### config.mk
export PLATFORM = sky130hd
export DESIGN_NAME = dma_regbank
export DESIGN_NICKNAME = d
export VERILOG_FILES = /design/src/rtl/dma_regbank_pkg.sv /design/src/rtl/dma_slot_decode.sv /design/src/rtl/dma_ctrl_regs.sv /design/src/rtl/dma_irq_flags.sv /design/src/rtl/dma_regbank.sv
export SDC_FILE = /design/constraint.sdc
export NUM_CORES = 1
export LEC_CHECK = 0
export CAP_MARGIN = 0
export CELL_PAD_IN_SITES_DETAIL_PLACEMENT = 0
export CELL_PAD_IN_SITES_GLOBAL_PLACEMENT = 1
export CORE_ASPECT_RATIO = 0.6
export CORE_MARGIN = 5
export CORE_UTILIZATION = 32
export CTS_CLUSTER_DIAMETER = 60
export DETAILED_ROUTE_END_ITERATION = 16
export MAX_ROUTING_LAYER = met4
export PLACE_DENSITY = 0.83
export SLEW_MARGIN = 20
export SYNTH_ARGS = -nofsm -noshare
export SYNTH_HDL_FRONTEND = slang
export SYNTH_SLANG_ARGS = --single-unit
### constraint.sdc
create_clock -name clk -period 5.9 [get_ports clk]
set_input_delay 1.475 -clock clk [delete_from_list [all_inputs] [get_ports clk]]
set_output_delay 1.475 -clock clk [all_outputs]
set_load 0.02 [all_outputs]
### src/rtl/dma_regbank_pkg.sv
// Shared slot numbering for the DMA register bank. Each slot sits at
// byte offset slot*4.
package dma_regbank_pkg;
    localparam int NUM_SLOTS = 6;
    localparam int SLOT_STATUS = 0;
    localparam int SLOT_CTRL   = 1;
    localparam int SLOT_BASE   = 2;
    localparam int SLOT_CUR    = 3;
    localparam int SLOT_INTR   = 4;
    localparam int SLOT_MASK   = 5;
endpackage

### src/rtl/dma_slot_decode.sv
// Decodes the two-phase access into per-slot write and read strobes.
// Assumes the access protocol is well formed: penable only with psel,
// and every enable cycle preceded by a selected setup cycle.
module dma_slot_decode #(
    parameter int ADDR_W    = 8,
    parameter int NUM_SLOTS = 6
) (
    input  logic                 clk,
    input  logic                 rst_n,
    input  logic                 psel,
    input  logic                 penable,
    input  logic                 pwrite,
    input  logic [ADDR_W-1:0]    paddr,
    output logic [NUM_SLOTS-1:0] wr_hit,
    output logic [NUM_SLOTS-1:0] rd_hit
);
    // One comparator per slot; a write strobes only in the enable cycle.
    for (genvar i = 0; i < NUM_SLOTS; i++) begin : g_slot
        logic match;
        assign match     = (paddr == ADDR_W'(i * 4));
        assign wr_hit[i] = psel && penable && pwrite && match;
        assign rd_hit[i] = psel && !pwrite && match;
    end


    enable_needs_select_chk: assert property (@(posedge clk) disable iff (!rst_n)
        penable |-> psel);

    setup_before_enable_chk: assert property (@(posedge clk) disable iff (!rst_n)
        $rose(penable) |-> $past(psel));
endmodule

### src/rtl/dma_ctrl_regs.sv
// Holds the control bits, the channel-list base and the interrupt mask.
// A bus error overrides a same-cycle write to the controller enable bit.
module dma_ctrl_regs #(
    parameter int DATA_W = 32,
    parameter int CTRL_W = 2
) (
    input  logic              clk,
    input  logic              rst_n,
    input  logic              wr_ctrl,
    input  logic              wr_base,
    input  logic              wr_mask,
    input  logic [DATA_W-1:0] wdata,
    input  logic              bus_err,
    output logic [CTRL_W-1:0] ctrl_q,
    output logic [DATA_W-1:0] base_q,
    output logic [DATA_W-1:0] mask_q
);
    // Control bits: software write, then the error clear of bit 0.
    always_ff @(posedge clk) begin
        if (!rst_n) begin
            ctrl_q <= '0;
        end else begin
            if (wr_ctrl) ctrl_q <= wdata[CTRL_W-1:0];
            if (bus_err) ctrl_q[0] <= 1'b0;
        end
    end

    // Base address register.
    always_ff @(posedge clk) begin
        if (!rst_n)       base_q <= '0;
        else if (wr_base) base_q <= wdata;
    end

    // Full-width mask register.
    always_ff @(posedge clk) begin
        if (!rst_n)       mask_q <= '0;
        else if (wr_mask) mask_q <= wdata;
    end


    err_clears_enable_chk: assert property (@(posedge clk) disable iff (!rst_n)
        bus_err |=> !ctrl_q[0]);

    base_hold_chk: assert property (@(posedge clk) disable iff (!rst_n)
        !wr_base |=> $stable(base_q));

    mask_hold_chk: assert property (@(posedge clk) disable iff (!rst_n)
        !wr_mask |=> $stable(mask_q));
endmodule

### src/rtl/dma_irq_flags.sv
// Sticky interrupt flags with write-one-to-clear and set priority, plus
// the masked OR that forms the interrupt line.
module dma_irq_flags #(
    parameter int DATA_W  = 32,
    parameter int NUM_IRQ = 2
) (
    input  logic               clk,
    input  logic               rst_n,
    input  logic [NUM_IRQ-1:0] set_vec,
    input  logic               clr_wr,
    input  logic [DATA_W-1:0]  wdata,
    input  logic [DATA_W-1:0]  mask,
    output logic [NUM_IRQ-1:0] flags_q,
    output logic               irq
);
    logic [NUM_IRQ-1:0] clr_vec;

    // Bits to clear this cycle.
    always_comb clr_vec = clr_wr ? wdata[NUM_IRQ-1:0] : '0;

    // Flag update: clear first, then the engine sets win.
    always_ff @(posedge clk) begin
        if (!rst_n) flags_q <= '0;
        else        flags_q <= (flags_q & ~clr_vec) | set_vec;
    end

    // Masked interrupt line.
    always_comb irq = |(flags_q & mask[NUM_IRQ-1:0]);


    set_sticks_chk: assert property (@(posedge clk) disable iff (!rst_n)
        (|set_vec) |=> ((flags_q & $past(set_vec)) == $past(set_vec)));

    clear_takes_chk: assert property (@(posedge clk) disable iff (!rst_n)
        clr_wr |=> ((flags_q & $past(wdata[NUM_IRQ-1:0] & ~set_vec)) == '0));

    rise_only_by_set_chk: assert property (@(posedge clk) disable iff (!rst_n)
        1'b1 |=> ((flags_q & ~$past(flags_q) & ~$past(set_vec)) == '0));
endmodule

### src/rtl/dma_regbank.sv
// Register bank of a DMA engine: decodes accesses, stores the control,
// base and mask registers and the interrupt flags, and packs the live
// engine state into the status word. Read data is combinational.
module dma_regbank
    import dma_regbank_pkg::*;
#(
    parameter int ADDR_W   = 8,
    parameter int DATA_W   = 32,
    parameter int CHAN_W   = 3,
    parameter int BUS_ST_W = 2,
    parameter int CTL_ST_W = 4,
    parameter int NUM_IRQ  = 2
) (
    input  logic                clk,
    input  logic                rst_n,
    input  logic                psel,
    input  logic                penable,
    input  logic                pwrite,
    input  logic [ADDR_W-1:0]   paddr,
    input  logic [DATA_W-1:0]   pwdata,
    output logic [DATA_W-1:0]   prdata,
    input  logic [CHAN_W-1:0]   eng_chan,
    input  logic [BUS_ST_W-1:0] eng_bus_st,
    input  logic [CTL_ST_W-1:0] eng_ctl_st,
    input  logic [DATA_W-1:0]   eng_cur_addr,
    input  logic                eng_desc_done,
    input  logic                eng_bus_err,
    output logic                dma_en,
    output logic                chan_en,
    output logic [DATA_W-1:0]   base_addr,
    output logic                irq
);
    localparam int CTRL_W   = 2;
    localparam int STATUS_W = CHAN_W + BUS_ST_W + CTL_ST_W;

    logic [NUM_SLOTS-1:0] wr_hit;
    logic [NUM_SLOTS-1:0] rd_hit;
    logic [CTRL_W-1:0]    ctrl_q;
    logic [DATA_W-1:0]    mask_q;
    logic [NUM_IRQ-1:0]   flags_q;
    logic [NUM_IRQ-1:0]   set_vec;
    logic [DATA_W-1:0]    slot_word [NUM_SLOTS];

    dma_slot_decode #(.ADDR_W(ADDR_W), .NUM_SLOTS(NUM_SLOTS)) u_dec (
        .clk(clk), .rst_n(rst_n), .psel(psel), .penable(penable),
        .pwrite(pwrite), .paddr(paddr), .wr_hit(wr_hit), .rd_hit(rd_hit)
    );

    dma_ctrl_regs #(.DATA_W(DATA_W), .CTRL_W(CTRL_W)) u_ctrl (
        .clk(clk), .rst_n(rst_n),
        .wr_ctrl(wr_hit[SLOT_CTRL]), .wr_base(wr_hit[SLOT_BASE]),
        .wr_mask(wr_hit[SLOT_MASK]), .wdata(pwdata), .bus_err(eng_bus_err),
        .ctrl_q(ctrl_q), .base_q(base_addr), .mask_q(mask_q)
    );

    // Engine event vector: bit 0 descriptor done, bit 1 bus error.
    always_comb begin
        set_vec    = '0;
        set_vec[0] = eng_desc_done;
        set_vec[1] = eng_bus_err;
    end

    dma_irq_flags #(.DATA_W(DATA_W), .NUM_IRQ(NUM_IRQ)) u_irq (
        .clk(clk), .rst_n(rst_n), .set_vec(set_vec),
        .clr_wr(wr_hit[SLOT_INTR]), .wdata(pwdata), .mask(mask_q),
        .flags_q(flags_q), .irq(irq)
    );

    // Enable outputs straight from the control bits.
    always_comb begin
        dma_en  = ctrl_q[0];
        chan_en = ctrl_q[1];
    end

    // Per-slot read words; status is packed live from the engine.
    always_comb begin
        slot_word[SLOT_STATUS] = DATA_W'({eng_chan, eng_bus_st, eng_ctl_st});
        slot_word[SLOT_CTRL]   = DATA_W'(ctrl_q);
        slot_word[SLOT_BASE]   = base_addr;
        slot_word[SLOT_CUR]    = eng_cur_addr;
        slot_word[SLOT_INTR]   = DATA_W'(flags_q);
        slot_word[SLOT_MASK]   = mask_q;
    end

    // Read mux: OR of the selected slot, zero when nothing matches.
    always_comb begin
        prdata = '0;
        for (int i = 0; i < NUM_SLOTS; i++)
            if (rd_hit[i]) prdata = prdata | slot_word[i];
    end


    irq_fall_cause_chk: assert property (@(posedge clk) disable iff (!rst_n)
        $fell(irq) |-> $past(wr_hit[SLOT_INTR] || wr_hit[SLOT_MASK]));

    status_width_chk: assert property (@(posedge clk) disable iff (!rst_n)
        rd_hit[SLOT_STATUS] |-> (prdata >> STATUS_W) == '0);
endmodule

; Word level (Yosys, flattened, before mapping)
; Cells that the tools add are included.
[classes]
shift = 0
bitwise_logic = 10
eq_ne = 5
magnitude_cmp = 0
mul = 0
n_addsub = 0
div_mod_pow = 0
n_reduce_logical = 17
n_mux = 7
[ops]
columns = operator, n
row1 = 2-to-1 mux 32 bit, 4
row2 = bitwise OR 32 bit, 3
row3 = bitwise OR 32 x 2 -> 32 bit, 1
row4 = 2-to-1 mux 9 bit, 2
row5 = equality test 8 x 4 -> 1 bit (second input constant), 2
row6 = equality test 8 x 5 -> 1 bit (second input constant), 2
row7 = logical AND 1 bit, 13
row8 = bitwise OR 9 x 2 -> 9 bit, 1
row9 = equality test 8 x 3 -> 1 bit (second input constant), 1
row10 = logical NOT 8 bit, 1
row11 = AND 2 bit, 2
row12 = OR reduction 2 bit, 2
row13 = 2-to-1 mux 2 bit, 1
row14 = NOT 2 bit, 1
row15 = bitwise OR 2 bit, 1
row16 = logical NOT 1 bit, 1
row17 = NOT 1 bit, 1
[word_totals]
elab_cells = 44
in_bits = 88
romBits = 0
mem_bits_rw = 0
mem_count = 0
reg_bits = 68
latch_bits = 0
out_inout_bits = 67

; Depth between registers and ports, before layout
[logic_depth]
depth_word = 14
mapped_depth = 6
mapped_depth_nobuf = 4

; Cells and area by module
; A second synthesis with hierarchy kept.
[hier_totals]
hier_cells = 328
hier_area_um2 = 3410.8
[modules_own_cells]
columns = mod, n_inst, area_per_inst_um2, seq_area_each_um2, cells_per_inst
row1 = dma_ctrl_regs, 1, 2571.2, 1321.3, 213
row2 = dma_regbank, 1, 570.5, 0.0, 85
row3 = dma_slot_decode, 1, 190.2, 0.0, 21
row4 = dma_irq_flags, 1, 78.8, 40.0, 9

; Least setup slack after synthesis
; No wires, ideal clock.
[synth_timing]
path_type = input-to-output
from = input paddr[5]
to = output prdata[6]
slack_ns = 1.182
path_stages = 5
arrival_time_ns = 3.243
required_time_ns = 4.425
n_path_buf = 1
path_cell_list = or4b_4 > buf_6 > or3_1 > or2_2 > o211ai_1
[synth_between]
elab_chain_cells = 13
elab_cells_between_ends = 23
cone_classes = eq/ne: 5 / mux: 6 / bitwise: 5 / reduce/logical: 7
[synth_lines]
columns = item, line
row1 = from (decl), dma_regbank.sv:19  ; input logic [ADDR_W-1:0] paddr,
row2 = logical NOT 8 bit, dma_slot_decode.sv:20  ; assign match = (paddr == ADDR_W'(i * 4));
row3 = logical AND 1 bit, dma_slot_decode.sv:22  ; assign rd_hit[i] = psel && !pwrite && match;
row4 = 2-to-1 mux 9 bit, dma_regbank.sv:89  ; if (rd_hit[i]) prdata = prdata | slot_word[i];
row5 = bitwise OR 9 x 2 -> 9 bit, dma_regbank.sv:89
row6 = 2-to-1 mux 9 bit, dma_regbank.sv:89
row7 = bitwise OR 32 bit, dma_regbank.sv:89
row8 = 2-to-1 mux 32 bit, dma_regbank.sv:89
row9 = bitwise OR 32 bit, dma_regbank.sv:89
row10 = 2-to-1 mux 32 bit, dma_regbank.sv:89
row11 = bitwise OR 32 x 2 -> 32 bit, dma_regbank.sv:89
row12 = 2-to-1 mux 32 bit, dma_regbank.sv:89
row13 = bitwise OR 32 bit, dma_regbank.sv:89
row14 = 2-to-1 mux 32 bit (*), dma_regbank.sv:89
row15 = to (decl), dma_regbank.sv:21  ; output logic [DATA_W-1:0] prdata,
; Every way passes the cells marked *; elsewhere a longest branch is shown, timed or not.

; Worst setup path in the final report
[layout_timing]
from = input paddr[3]
to = output prdata[13]
[layout_between]
elab_chain_cells = 9
elab_cells_between_ends = 15
cone_classes = eq/ne: 4 / mux: 4 / bitwise: 3 / reduce/logical: 4
[layout_lines]
columns = item, line
row1 = equality test 8 x 4 -> 1 bit, dma_slot_decode.sv:20
row2 = logical AND 1 bit, dma_slot_decode.sv:22
row3 = 2-to-1 mux 32 bit, dma_regbank.sv:89
row4 = bitwise OR 32 bit, dma_regbank.sv:89
row5 = 2-to-1 mux 32 bit, dma_regbank.sv:89
row6 = bitwise OR 32 x 2 -> 32 bit, dma_regbank.sv:89
row7 = 2-to-1 mux 32 bit, dma_regbank.sv:89
row8 = bitwise OR 32 bit, dma_regbank.sv:89
row9 = 2-to-1 mux 32 bit (*), dma_regbank.sv:89
; Marks and branches as above.

==> flow_summary_export.csv <==
group,metric,value,unit
route,drc,0,
logic_synthesis,synth_edf_count,0,
logic_synthesis,yosys.area.top_type,"dfxtp_1",
clock_tree,cts-resized-gates,0,
floorplanning,core_area,0.0106,sq mm
placement,hpwl,8.43,mm
final_layout,area_growth,54.5,%
logic_synthesis,ys_seq_elements,68,
setup_path,path_cells,"clkdlybuf4s50_1, or3b_1, nor4_4, buf_4, a222oi_1, inv_1, clkdlybuf4s50_1",
clock_tree,cts_hold_buf,0,
power_and_ir_drop,peakVddDrop,0.000150,V
route,drtIter0Drc,343,
logic_synthesis,synth_mux_area_share,3.40,%
timing,finalSetupViolCount,0,
logic_synthesis,synth-xor-area-share,0,%
logic_synthesis,synth_cell_types,39,
logic_synthesis,postSynthCellCount,418,
timing,fin_crit_sh,95.1,%
route,dr.pass1.iters,7,
power_and_ir_drop,p_leak,1.94,nW
route,drt_wl_total,11.6,mm
logic_synthesis,synth_fa_ha_area_share,0,%
global_route,overflow,0,
global_route,grt_pass1_wl,18.3,mm
final_layout,ff_latch_area,0.00136,sq mm
logic_synthesis,synth-simple-area-share,25.3,%
timing,worst-slew-pin-transition,0.919,ns
power_and_ir_drop,powerDensity,203,mW/mm^2
setup_path,cp_slowest_cell,"clkdlybuf4s50_1",
placement,portBuffers,154,
floorplanning,chipWidth,144,microns
global_route,track_usage,18.0,%
global_route,grt_pass1_vias,3513,
route,ant_nets,0,
logic_synthesis,yosys_warnings,0,
floorplanning,die_y,90.6,microns
final_layout,multi_input_area,0.00181,sq mm
clock_tree,numCtsBuffers,9,
logic_synthesis,synth_fp_nets,506,
logic_synthesis,yosysSeqAreaShare,39.3,%
final_layout,fin_util,50.7,%
logic_synthesis,synth_common_cells,"nand2_1, dfxtp_1, nand3_1, o21ai_0, o21ai_2",
hold_path,hp-class,"reg2reg",
logic_synthesis,yosys.area.top_type_share,39.3,%
setup_path,cpPeakStageDelay,0.66,ns
setup_path,worstPathRequired,4.43,ns
logic_synthesis,synth_compound_area_share,23.3,%
clock_tree,insertion_delay,0.31,ns
floorplanning,ioPinCount,155,
floorplanning,rows,29,
route,dr_total_vias,3641,
timing,rsz0062_at_grt,"false",
floorplanning,start_util,32.8,%
logic_synthesis,yosysMostFrequentCell,"nand2_1",
setup_path,critPathLaunchType,"primary input",
timing,whs,0.455,ns
timing,timing.setup.tns,0,ns
logic_synthesis,syn_area_per_cell,8.29,sq um
global_route,antenna_found_initial,0,
flow_run,cap_violations,0,
setup_path,critPathCaptureType,"output port",
timing,max_freq,0.178,GHz
timing,slew_headroom,38.7,%
logic_synthesis,synthesis.area,0.00346,sq mm
setup_path,arrival,4.14,ns
timing,fin_crit,5.61,ns
clock_tree,ctsHtreeMaxLevel,3,
logic_synthesis,synth-async-reset-ratio,0,%
final_layout,num_antenna_cells,0,
route,wire_per_inst,16.8,microns
timing,slew_viol_final,0,
logic_synthesis,synth_top_family_by_area,"simple AND/OR/NAND/NOR gates",
placement,gp_congestion,0.861,
clock_tree,cts_setup_buffers,0,
clock_tree,cts_buffer_depth,2,
floorplanning,die-area,0.0131,sq mm
final_layout,nets,640,
clock_tree,clock-root-buffer,"clkbuf_16",
final_layout,n_fill_cell,985,
timing,fin_worst_skew,0,ns
route,post_drt_via_cell_ratio,5.25,
logic_synthesis,synth_ff_type,"dfxtp_1",
timing,hold_violations,0,
logic_synthesis,synth_area_leaders,"dfxtp_1, nand3_1, nand2_1",
run_status,status,"finished clean",
final_layout,drive_above_1_share,11.7,%
setup_path,critPathKind,"in2out",
clock_tree,cts_tree,"done",
setup_path,crit_top_cell,"clkdlybuf4s50_1",
clock_tree,cts_sinks,68,
setup_path,cp_max_fo,25,
global_route,grt_max_degree,134,
clock_tree,clk_pin_slew,0.05,ns
per-stage QoR:
stage / std cells / setup WS, ns / instance area [sq um] / total power, mW
after floorplan: 418 / 1.18 / 3460 / 0.501
after global placement: 680 / 0.306 / 5050 / 0.568
after detailed placement: 680 / 0.297 / 5050 / 0.570
after CTS: 694 / 0.296 / 5350 / 1.10
after global routing: 694 / 0.180 / 5350 / 1.13
final: 694 / 0.287 / 5350 / 1.09
sequential cells by signal, indices dropped and copies added, names as in the netlist:
| signal | flops |
|---|---|
| u_ctrl.base_q | 32 |
| u_irq.flags_q | 2 |
| u_ctrl.ctrl_q | 2 |
| u_ctrl.mask_q | 32 |
kinds of logic (layout without fill, tap and decap cells):
group / count (synthesis) / in the layout
and+or+nand+nor: 171 / 171
AOI/OAI and AO/OA: 108 / 108
DFF: 68 / 68
buffers and inverters: 62 / 199
muxes: 9 / 9
critical path, delay by kind of cell:
family                 cells  cell delay [ns]
AND/OR/NAND/NOR            2             0.78
AO/OA/AOI/OAI              1             0.13
buffers and inverters      4             1.74
metal layers:
layer	routed length, microns	global-route usage [%]	up-vias
li1	-	-	1788
met1	5430	25.3	1677
met2	4840	25.5	166
met3	1280	5.71	10
met4	97	3.34	0
met5	0	-	-
where the power goes:
group	switching (mW)	internal [mW]
registers	0.000833	0.461
logic	0.0411	0.0595
clock network	0.179	0.344
area by class of cell:
cell class,instances,area share [%]
clock inverter,2,0.655
multi-input combinational,288,33.8
tap,139,3.25
clock buffer,12,4.79
inverter,23,1.61
sequential,68,25.4
timing repair buffer,162,30.4
cells in the final DEF, fill, tap and decap left out, types with 4 or more instances in the layout:
cell             netlist  final
a221o_1                5      5
a222oi_1              20     20
buf_4                  1      6
clkbuf_16              0      9
clkdlybuf4s50_1        0    153
dfxtp_1               68     68
inv_1                 23     23
mux2i_1                5      5
nand2_1               75     75
nand3_1               67     67
nor3_1                 7      7
nor4_4                 4      4
o21ai_0               36     36
o21ai_1                7      7
o21ai_2               28     28
path summary, 6_finish.rpt:
kind	to	startpoint	slack, ns	cells after the start
worst max-delay path	prdata[13]	paddr[3]	0.29	7
worst min-delay path	u_ctrl.mask_q[3]$_SDFFE_PN0P_	u_ctrl.mask_q[3]$_SDFFE_PN0P_	0.45	2
worst max register to register	u_ctrl.ctrl_q[0]$_SDFFE_PP0P_	u_ctrl.ctrl_q[0]$_SDFFE_PP0P_	5.04	2
worst min register to register	u_ctrl.mask_q[3]$_SDFFE_PN0P_	u_ctrl.mask_q[3]$_SDFFE_PN0P_	0.45	2
Note: power is estimated with default switching activity, not from simulation.
